[src/rtl/clb_pkg.sv]
`timescale 1ns/1ps
package clb_pkg;
  typedef enum logic {
    SIDE_A = 1'b0,
    SIDE_B = 1'b1
  } side_e;
endpackage

[src/rtl/clb_step_count.sv]
`timescale 1ns/1ps
module clb_step_count #(
  parameter int SLOTS  = 8,
  parameter int STEP_W = $clog2(SLOTS + 1) + 1
) (
  input  logic [SLOTS-1:0]         vld_i,
  input  logic [SLOTS-1:0]         side_i,
  output logic signed [STEP_W-1:0] step_o
);
  import clb_pkg::*;
  localparam int CNT_W = STEP_W - 1;

  logic [CNT_W-1:0] n_a, n_b;

  always_comb begin
    n_a = '0;
    n_b = '0;
    for (int i = 0; i < SLOTS; i++) begin
      if (vld_i[i]) begin
        if (side_e'(side_i[i]) == SIDE_B) n_b = n_b + CNT_W'(1);
        else                              n_a = n_a + CNT_W'(1);
      end
    end
  end

  assign step_o = $signed({1'b0, n_a}) - $signed({1'b0, n_b});
endmodule

[src/rtl/clb_ready_term.sv]
`timescale 1ns/1ps
module clb_ready_term #(
  parameter int RDY_W   = 7,
  parameter int ISSUE_W = 4,
  parameter int TERM_W  = RDY_W + 1
) (
  input  logic [RDY_W-1:0]         rdy_a_i,
  input  logic [RDY_W-1:0]         rdy_b_i,
  output logic signed [TERM_W-1:0] term_o
);
  localparam logic [RDY_W-1:0] IW = RDY_W'(ISSUE_W);

  logic a_over, a_under, b_over, b_under, gate;
  logic signed [TERM_W-1:0] diff;

  assign a_over  = rdy_a_i > IW;
  assign a_under = rdy_a_i < IW;
  assign b_over  = rdy_b_i > IW;
  assign b_under = rdy_b_i < IW;
  assign gate    = (a_over && b_under) || (b_over && a_under);
  assign diff    = $signed({1'b0, rdy_a_i}) - $signed({1'b0, rdy_b_i});
  assign term_o  = gate ? diff : '0;
endmodule

[src/rtl/clb_window.sv]
`timescale 1ns/1ps
module clb_window #(
  parameter int DEPTH = 16,
  parameter int W     = 8
) (
  input  logic                clk_i,
  input  logic                rst_i,
  input  logic signed [W-1:0] new_i,
  output logic signed [W-1:0] old_o
);
  logic signed [W-1:0] stg [DEPTH];

  always_ff @(posedge clk_i) begin
    if (rst_i) stg[0] <= '0;
    else       stg[0] <= new_i;
  end

  generate
    for (genvar g = 1; g < DEPTH; g++) begin : g_stage
      always_ff @(posedge clk_i) begin
        if (rst_i) stg[g] <= '0;
        else       stg[g] <= stg[g-1];
      end
    end
  endgenerate

  assign old_o = stg[DEPTH-1];
endmodule

[src/rtl/cluster_load_balance.sv]
`timescale 1ns/1ps
module cluster_load_balance #(
  parameter int SLOTS   = 8,
  parameter int RDY_W   = 7,
  parameter int ISSUE_W = 4,
  parameter int WIN     = 16,
  parameter int BAL_W   = 16,
  parameter int THR_MUL = 8
) (
  input  logic                     clk_i,
  input  logic                     rst_i,
  input  logic [SLOTS-1:0]         slot_vld_i,
  input  logic [SLOTS-1:0]         slot_side_i,
  input  logic [RDY_W-1:0]         rdy_a_i,
  input  logic [RDY_W-1:0]         rdy_b_i,
  output logic signed [BAL_W-1:0]  bal_o,
  output logic                     heavy_o
);
  localparam int STEP_W = $clog2(SLOTS + 1) + 1;
  localparam int TERM_W = RDY_W + 1;
  localparam int SUM_W  = BAL_W + 2;
  localparam logic signed [SUM_W-1:0] SAT_HI = SUM_W'((64'sd1 <<< (BAL_W - 1)) - 64'sd1);
  localparam logic signed [SUM_W-1:0] SAT_LO = -SAT_HI - SUM_W'(1);
  localparam logic signed [SUM_W-1:0] THR_P  = SUM_W'(THR_MUL * WIN);

  logic signed [STEP_W-1:0] step_s;
  logic signed [TERM_W-1:0] term_s, old_s;
  logic signed [SUM_W-1:0]  sum_s, sat_s;
  logic signed [BAL_W-1:0]  bal_q;
  logic                     heavy_q;

  clb_step_count #(.SLOTS(SLOTS), .STEP_W(STEP_W)) u_step (
    .vld_i (slot_vld_i),
    .side_i(slot_side_i),
    .step_o(step_s)
  );

  clb_ready_term #(.RDY_W(RDY_W), .ISSUE_W(ISSUE_W), .TERM_W(TERM_W)) u_term (
    .rdy_a_i(rdy_a_i),
    .rdy_b_i(rdy_b_i),
    .term_o (term_s)
  );

  clb_window #(.DEPTH(WIN), .W(TERM_W)) u_win (
    .clk_i(clk_i),
    .rst_i(rst_i),
    .new_i(term_s),
    .old_o(old_s)
  );

  assign sum_s = SUM_W'(bal_q) + SUM_W'(step_s) + SUM_W'(term_s) - SUM_W'(old_s);

  always_comb begin
    if (sum_s > SAT_HI)      sat_s = SAT_HI;
    else if (sum_s < SAT_LO) sat_s = SAT_LO;
    else                     sat_s = sum_s;
  end

  always_ff @(posedge clk_i) begin
    if (rst_i) begin
      bal_q   <= '0;
      heavy_q <= 1'b0;
    end else begin
      bal_q   <= BAL_W'(sat_s);
      heavy_q <= (sat_s > THR_P) || (sat_s < -THR_P);
    end
  end

  assign bal_o   = bal_q;
  assign heavy_o = heavy_q;
endmodule

[config.mk]
export PLATFORM = sky130hd
export DESIGN_NAME = cluster_load_balance
export DESIGN_NICKNAME = d
export VERILOG_FILES = /design/src/rtl/clb_pkg.sv /design/src/rtl/clb_step_count.sv /design/src/rtl/clb_ready_term.sv /design/src/rtl/clb_window.sv /design/src/rtl/cluster_load_balance.sv
export SDC_FILE = /design/constraint.sdc
export NUM_CORES = 1
export LEC_CHECK = 0
export ABC_AREA = 1
export BUFFER_PORTS_ARGS = -buffer_cell sky130_fd_sc_hd__buf_4
export CORE_AREA = 2 2 124 114
export DETAILED_ROUTE_END_ITERATION = 7
export DIE_AREA = 0 0 126 116
export PLACE_DENSITY = 0.79
export REMOVE_ABC_BUFFERS = 1
export SLEW_MARGIN = 10
export SYNTH_ARGS = -nofsm -noshare
export SYNTH_HDL_FRONTEND = slang
export SYNTH_SLANG_ARGS = --single-unit
[constraint.sdc]
create_clock -name clk_i -period 10.65 [get_ports clk_i]
set_input_delay 0 -clock clk_i [delete_from_list [all_inputs] [get_ports clk_i]]
set_output_delay 0 -clock clk_i [all_outputs]
set_load 0.02 [all_outputs]
==> flow_summary.yaml, run 1 <==
yosys:
  yosysWarnings: 0
  ys_types: 42
  synth-compound-area-share_pct: 3.79
  synth-adder-area-share_pct: 15.7
  synth-async-reset-ratio_pct: 0
  synthDominantCellAreaShare_pct: 36.8
  synth_xor_xnor_area_share_pct: 1.54
  post_synth.cell_area_avg_um2: 7.32
  synth-seq-area-share_pct: 36.8
  main_combinational_cell_family_by_area_after_synthesis: "simple AND/OR/NAND/NOR gates"
  post_syn_instances: 1078
  synth_edf_count: 0
  synth_area_leaders: "dfxtp_1 37%, inv_1 13%, fa_1 8.9%"
  synth_simple_gate_area_share_pct: 27.7
  syn_area_um2: 7890
  postSynthRegisterBits: 145
  yosysTopAreaCell: "dfxtp_1"
  synthFlopType: "dfxtp_1"
  synth_mux_area_share_pct: 0.254
timing:
  worst_slew_margin_rel_pct: 28.5
  max_clock_freq_mhz: 120
  hold_violations: 0
  fin_tns_setup_ns: 0
  unrepaired_setup_endpoints_after_global_routing: "false"
  final_max_slew_viol_count: 0
  finalWorstSetupSlack_ns: 2.34
  setup-violations-final: 0
  post-route-period-util_pct: 78.0
  skew_ns: 0.0107
  period_minus_slack_ns: 8.31
  tightestPinTransition_ns: 1.07
placement:
  placed_cell_area_um2: 8390
  placement.setup.worst_slack_ns: 1.97
  dp_hpwl_mm: 10.7
  port_buffers: 48
  rd_place_congestion: 1.02
layout:
  post-route-cell-area_um2: 9040
  final_layout_size_suffix_gt1_share_pct: 12.5
  areaGrowthSynthToFinish_pct: 14.6
  finalCoreUtilization_pct: 68.4
  final_net_count: 1238
  num_antenna_cells: 0
drt:
  first_pass_iters: 5
  route.vias.total: 6177
  vias_per_cell: 4.72
  post_drt_wl_per_cell_um: 10.9
  drc: 0
  first_iter_violations: 278
  routed_wirelength_mm: 14.2
  final_antenna_net_count: 0
critical_path:
  crit_arrival_ns: 8.63
  timing_worst_setup_path_type: "input pin to flop"
  crit_required_ns: 10.97
  cp_common_cell: "nand2_1"
  crit_path_top_delay_cell: "a31oi_2"
  crit_path_capture_type: "flop"
  worstPathMaxFanout: 14
  cpLargestDelayFamily: "adder cells"
  cp_num_buf_inv: 8
  worst_path_largest_cell_delay_ns: 0.89
  startpoint_type: "input pin"
  reg2reg_setup_slack_ns: 5.94
global_routing:
  antenna_found_initial: 0
  grt_overflow_total: 0
  grt_use_total_pct: 21.4
  grt_first_pass_wirelength_mm: 25.2
  grt_pass1_vias: 5763
  grt_max_degree: 113
floorplanning:
  rows: 40
  initial_core_util_pct: 59.7
  pin_count: 49
  die_w_um: 126
  fp.coreArea_um2: 13200
  floorplan.die_area_um2: 14600
  die-height_um: 116
clock_network:
  tritoncts: "built"
  cts_repair_resize_count: 0
  cts_hold_repair.buffers: 1
  clock_root_cell: "clkbuf_16"
  cts_made_buffers: 17
  clock_transition_time_at_the_flip_flop_clock_pins_of_the_worst_setup_and_hold_paths_ns: 0.06
  worstSkewPairLatency_ns: 0.42
  h-tree-depth: 4
  clock_path_buffers: 2
  tritoncts_num_sinks: 145
  post-cts-setup-buffers: 0
min_path:
  hold_crit_path_type: "input pin to flop"
run_status:
  status: "complete, no violations"
run:
  max_cap_violations: 0
[final timing paths]
kind,start,endpoint,cells past startpoint
max,slot_vld_i[0],heavy_o,48
min,rdy_b_i[0],u_win.stg[0][0],4
max reg2reg,u_win.stg[1][63],heavy_o,25
min reg2reg,u_win.stg[0][4],u_win.stg[0][12],2
[cell families (layout without fill, tap and decap cells)]
family	after synthesis	after routing
buffers and inverters	296	358
multiplexers	2	2
AND/OR/NAND/NOR	491	491
flip-flops	145	145
adder cells (fa/ha/maj)	78	78
XOR/XNOR	13	13
AO/OA/AOI/OAI	53	53
[tightest hold or removal path: stages]
cell and delay (ns):
buf_4 0.09, ha_1 0.13, or2_2 0.16, nor2_1 0.05
[flip-flops by register name, indices dropped and copies added, names as in the netlist]
name,cells
bal_o,16
heavy_o,1
u_win.stg,128
[metrics by stage]
| stage | instances | hold slack [ns] |
|---|---|---|
| detailed placement | 1276 | 0.392 |
| global placement | 1276 | 0.386 |
| global route | 1308 | 0.0628 |
| floorplan | 1059 | 0.0691 |
| CTS | 1308 | 0.0471 |
| finish | 1308 | 0.0598 |
[layout make-up]
cell class              instances  area [um^2]
inverters                     277         1040
fillers                      1104         4170
clock buffers                  21          460
multi-input cells             637         3870
clock inverters                10          181
flip-flops and latches        145         2900
well taps                     168          210
repair buffers                 50          378
[cell usage after synthesis, types with 4 or more instances]
cell type and instances:
a21oi_1 28, nand4_1 6, xnor2_1 4, inv_1 267, inv_2 9, ha_1 43, nand3_1 58, nand3_2 5
nand2_1 177, xor2_1 8, clkbuf_1 15, nand2_4 6, nand2_2 25, o21ai_1 4, or2_2 6, nor3_1 7
nand3b_1 9, fa_1 35, dfxtp_1 145, o21ai_0 8, nor2_1 181
[layout by cell type (no fill, tap or decap), drive strengths merged, types with 2 or more instances in the layout]
cell | netlist | final
a21oi | 29 | 29
a31oi | 2 | 2
and2 | 2 | 2
buf | 4 | 49
bufinv | 0 | 5
clkbuf | 15 | 21
clkinv | 1 | 4
dfxtp | 145 | 145
fa | 35 | 35
ha | 43 | 43
inv | 276 | 277
mux2i | 2 | 2
nand2 | 208 | 208
nand3 | 65 | 65
nand3b | 9 | 9
nand4 | 6 | 6
nor2 | 185 | 185
nor3 | 7 | 7
nor4 | 2 | 2
o21ai | 15 | 15
o21bai | 2 | 2
or2 | 7 | 7
xnor2 | 4 | 4
xor2 | 9 | 9
[routing by layer]
| metal | part of all wire [%] | vias up | GRT usage [%] |
|---|---|---|---|
| met5 | 0 | - | 0 |
| met4 | 1.9 | 0 | 7.91 |
| met3 | 4.0 | 24 | 4.99 |
| met2 | 45 | 112 | 34.3 |
| met1 | 49 | 2772 | 28.5 |
| li1 | - | 3269 | - |
Power of run 1 is not shown: default switching activity piles up to over one toggle a cycle in this logic, so the estimate is an artifact.
==> inputs of run 2 (changes only) <==
- CORE_AREA: 2 2 124 114 -> 2 2 130 119
- DIE_AREA: 0 0 126 116 -> 0 0 132 121
- PLACE_DENSITY: 0.79 -> 0.76
- clock period: 10.65 -> 7.3 ns (I/O delays scaled with it)
==> run 2 against run 1 <==
  * Clock skew about the same
  * Non-clock buffer count up 81
  * Register-to-register slack worse by 2.9 ns
  * Final area up 11%
  * Critical path depth up 1
  * Global-route usage down 0.30 points
  * Hold slack worse by 0.035 ns
  * Sequential share of layout area down 3.2 points
  * Routed wire length up 15%
  * Core utilization up 0.45 points
  * Die area up 9.3%
  * Final cell count up 8.6%
  * Largest cell class unchanged
==> flow_summary.yaml, run 2 (synthesized netlist as in run 1, its figures left out) <==
global_routing:
  grt_overflow_total: 0
  antenna_found_initial: 0
  grt_use_total_pct: 21.1
  grt_first_pass_wirelength_mm: 27.2
  grt_max_degree: 94
  grt_pass1_vias: 6201
drt:
  vias_per_cell: 4.60
  route.vias.total: 6538
  drc: 0
  first_iter_violations: 352
  final_antenna_net_count: 0
  first_pass_iters: 5
  routed_wirelength_mm: 16.4
  post_drt_wl_per_cell_um: 11.5
floorplanning:
  die_w_um: 132
  fp.coreArea_um2: 14600
  rows: 42
  initial_core_util_pct: 54.2
  floorplan.die_area_um2: 16000
  die-height_um: 121
  pin_count: 49
clock_network:
  clock_root_cell: "clkbuf_16"
  tritoncts: "built"
  worstSkewPairLatency_ns: 0.42
  clock_path_buffers: 2
  cts_made_buffers: 17
  h-tree-depth: 4
  clock_transition_time_at_the_flip_flop_clock_pins_of_the_worst_setup_and_hold_paths_ns: 0.06
  tritoncts_num_sinks: 145
timing:
  worst_slew_margin_rel_pct: 43.3
  setup-violations-final: 0
  hold_violations: 0
  final.hold.worst_slack_ns: 0.0245
  final_max_slew_viol_count: 0
  post-route-period-util_pct: 94.1
  period_minus_slack_ns: 6.87
  max_clock_freq_mhz: 146
  skew_ns: 0.0104
  tightestPinTransition_ns: 0.851
layout:
  layout.cells.most_common: "inv_1"
  registers.top_by_ff_count: "u_win.stg"
  final_net_count: 1319
  areaGrowthSynthToFinish_pct: 27.0
  finalCoreUtilization_pct: 68.9
  post-route-cell-area_um2: 10000
  num_antenna_cells: 0
  final_layout_size_suffix_gt1_share_pct: 23.6
  most-common-layout-cells: "259 x inv_1, 179 x nor2_1, 161 x nand2_1"
  largest_reg_flops: 128
critical_path:
  worstPathMaxFanout: 9
  cp_num_buf_inv: 7
  crit_arrival_ns: 7.19
  worst_path_largest_cell_delay_ns: 0.51
  timing_worst_setup_path_type: "input pin to flop"
  crit_required_ns: 7.62
  crit_path_capture_type: "flop"
  reg2reg_setup_slack_ns: 3.09
  crit_path_top_delay_cell: "fa_1"
  startpoint_type: "input pin"
  cp_common_cell: "nand2_1"
  cpLargestDelayFamily: "adder cells"
placement:
  placed_cell_area_um2: 9020
  dp_hpwl_mm: 11.6
  rd_place_congestion: 0.917
  port_buffers: 48
run:
  max_cap_violations: 0
min_path:
  hold_crit_path_type: "input pin to flop"
run_status:
  status: "complete, no violations"
==> run 2: cell count changes in the layout (fill, tap and decap cells not counted), sizes merged <==
cell	delta
clkinv	+2
buf	+80
inv	+3
clkinvlp	+1
bufinv	-3
clkbuf	-1
==> run 2: cell type report <==
type | instances | area, um^2
fillers | 1157 | 4530
multi-input cells | 637 | 4220
flip-flops and latches | 145 | 2900
inverters | 277 | 1040
repair buffers | 131 | 1020
clock buffers | 19 | 443
well taps | 198 | 248
clock inverters | 13 | 153
==> run 2: timing repair <==
item / CTS / global route
endpoints found under the setup margin: 0 / 17
resized for setup: 0 / 72
hold buffers: 1 / 0
buffers inserted: 0 / 3
endpoints found under the hold margin: 1 / 0
==> run 2: path summary, 6_finish.rpt <==
kind,startpoint,end,cells after the start
worst min register to register,u_win.stg[1][27],u_win.stg[1][35],2
worst min-delay path,rst_i,u_win.stg[1][5],2
worst max-delay path,slot_vld_i[0],heavy_o,49
worst max register to register,u_win.stg[1][63],heavy_o,28
==> run 2: through the flow <==
| step | instances | setup TNS (ns) | setup WS [ns] |
|---|---|---|---|
| 2_1_floorplan | 1059 | -1.40 | -0.447 |
| 3_3_place_gp | 1383 | -0.159 | -0.108 |
| 3_5_place_dp | 1383 | -1.46 | -0.322 |
| 4_1_cts | 1416 | 0 | 0.0619 |
| 5_1_grt | 1420 | -0.0827 | -0.0827 |
| 6_report | 1420 | 0 | 0.433 |
==> run 2: layer usage <==
layer  track usage (%)  part of all wire, %
met5                 0                    0
met2              35.4                   47
met3              4.80                  4.6
met4              7.47                  1.9
met1              26.8                   47
Power of run 2 is left out for the same reason.
==> inputs of run 3 (changes only) <==
- CORE_AREA: 2 2 130 119 -> 2 2 123 125
- DIE_AREA: 0 0 132 121 -> 0 0 125 127
- MAX_ROUTING_LAYER: default -> met4
==> run 3 against run 2 <==
  * Hold slack better by 0.0020 ns
  * Register-to-register slack lost 0.08 ns
  * Critical path depth up 1
  * Sequential share of layout area down 0.20 points
  * Critical endpoint unchanged
==> flow_summary.yaml, run 3 (synthesized netlist as in run 1, its figures left out) <==
run_status:
  status: "complete, no violations"
drt:
  first_iter_violations: 386
  drc: 0
  first_pass_iters: 5
  routed_wirelength_mm: 16.7
  top_layer: "met4"
  met2WireLength_mm: 8.38
  route.vias.total: 6682
  met3_wirelength_um: 756
  vias_per_cell: 4.73
  met1Wirelength_mm: 7.40
  final_antenna_net_count: 0
  post_drt_wl_per_cell_um: 11.8
placement:
  place.detailed.instances: 1375
  port_buffers: 48
  rd_place_congestion: 0.906
  dp_hpwl_mm: 11.6
run:
  max_cap_violations: 0
timing:
  hold_violations: 0
  max_clock_freq_mhz: 144
  final_max_slew_viol_count: 0
  skew_ns: 0.00918
  worst_slew_margin_rel_pct: 33.4
  period_minus_slack_ns: 6.94
  post-route-period-util_pct: 95.1
  setup-violations-final: 0
  tightestPinTransition_ns: 0.999
layout:
  most-common-layout-cells: "254 x inv_1, 177 x nor2_1, 158 x nand2_1"
  num_antenna_cells: 0
  layout.cells.most_common: "inv_1"
  ff_latch_area_um2: 2900
  finalNonFillerCells: 1413
  largest_reg_flops: 128
  areaGrowthSynthToFinish_pct: 27.9
  final_net_count: 1326
  final_layout_size_suffix_gt1_share_pct: 24.7
  registers.top_by_ff_count: "u_win.stg"
  num-fill-cells: 1117
  multiInputGateArea_um2: 4230
global_routing:
  grt_overflow_total: 0
  grt_max_degree: 112
  antenna_found_initial: 0
  grt_pass1_vias: 6408
  grt_use_total_pct: 21.5
  grt_first_pass_wirelength_mm: 27.3
critical_path:
  startpoint_type: "input pin"
  cp_num_buf_inv: 11
  cpLargestDelayFamily: "adder cells"
  crit_path_capture_type: "flop"
  worstPathMaxFanout: 8
  timing_worst_setup_path_type: "input pin to flop"
  worst_path_largest_cell_delay_ns: 0.54
  cp_common_cell: "nand2_1"
  crit_arrival_ns: 7.25
  crit_path_top_delay_cell: "fa_1"
  crit_required_ns: 7.61
floorplanning:
  die-height_um: 127
  floorplan.die_area_um2: 15900
  die_w_um: 125
  fp.coreArea_um2: 14400
  initial_core_util_pct: 54.7
  rows: 44
  pin_count: 49
clock_network:
  h-tree-depth: 4
  clock_transition_time_at_the_flip_flop_clock_pins_of_the_worst_setup_and_hold_paths_ns: 0.06
  tritoncts_num_sinks: 145
  clock_root_cell: "clkbuf_16"
  cts_made_buffers: 17
  clock_path_buffers: 2
  tritoncts: "built"
  worstSkewPairLatency_ns: 0.42
min_path:
  hold_crit_path_type: "input pin to flop"
[run 3: layout make-up]
type	instances	area share, %
clock buffer	20	4.52
clock inverter	12	1.54
inverter	277	10.3
multi-input combinational	637	41.9
sequential	145	28.8
tap	184	2.28
timing repair buffer	138	10.7
[run 3: final timing paths]
check                         from               end  slack [ns]  cells past startpoint
setup / recovery     slot_vld_i[0]           heavy_o        0.36                     50
hold / removal          rdy_b_i[0]   u_win.stg[0][0]        0.03                      4
setup reg to reg  u_win.stg[1][63]           heavy_o        3.01                     23
hold reg to reg   u_win.stg[1][55]  u_win.stg[1][63]        0.39                      2
[run 3: stage by stage]
step           cell area [um^2]  TNS, ns  util, %  hold WS [ns]  setup slack [ns]
6_report                  10100        0     70.0        0.0264             0.360
5_1_grt                   10100  -0.0771     70.0        0.0520           -0.0771
4_1_cts                    9680        0     67.1        0.0163            0.0718
3_5_place_dp               9060    -1.97     62.8         0.390            -0.354
3_3_place_gp               9060   -0.334     62.8         0.384            -0.177
2_1_floorplan              7800    -1.40        -        0.0691            -0.447
[run 3: routing by layer]
metal | up-vias | track usage, %
met2 | 155 | 37.5
met1 | 3056 | 25.6
met5 | - | -
li1 | 3450 | -
met4 | 0 | 6.08
met3 | 21 | 4.19
[run 3: worst register-to-register path, cell delays in order, from the launching register on]
cell and delay (ns):
dfxtp_1 0.35, inv_1 0.25, fa_1 0.58, inv_1 0.05, fa_1 0.49, inv_1 0.05
ha_1 0.32, buf_4 0.14, nand2_2 0.09, nor2_2 0.13, a21oi_2 0.08, buf_4 0.14
nand3_1 0.07, nand2_1 0.08, nor2_2 0.15, nand2_2 0.08, ha_4 0.25, inv_4 0.10
buf_4 0.16, nand3_1 0.11, nor3_1 0.20, nand3_1 0.12, nor2_1 0.12, nor2_1 0.05
[run 3: timing repair]
| item | in CTS | in global routing |
|---|---|---|
| gates resized for setup | 0 | 82 |
| hold buffers | 1 | 0 |
| endpoints found under the hold margin | 28 | 0 |
| setup buffers | 0 | 4 |
| endpoints found under the setup margin | 0 | 17 |
Power of run 3 is left out for the same reason.
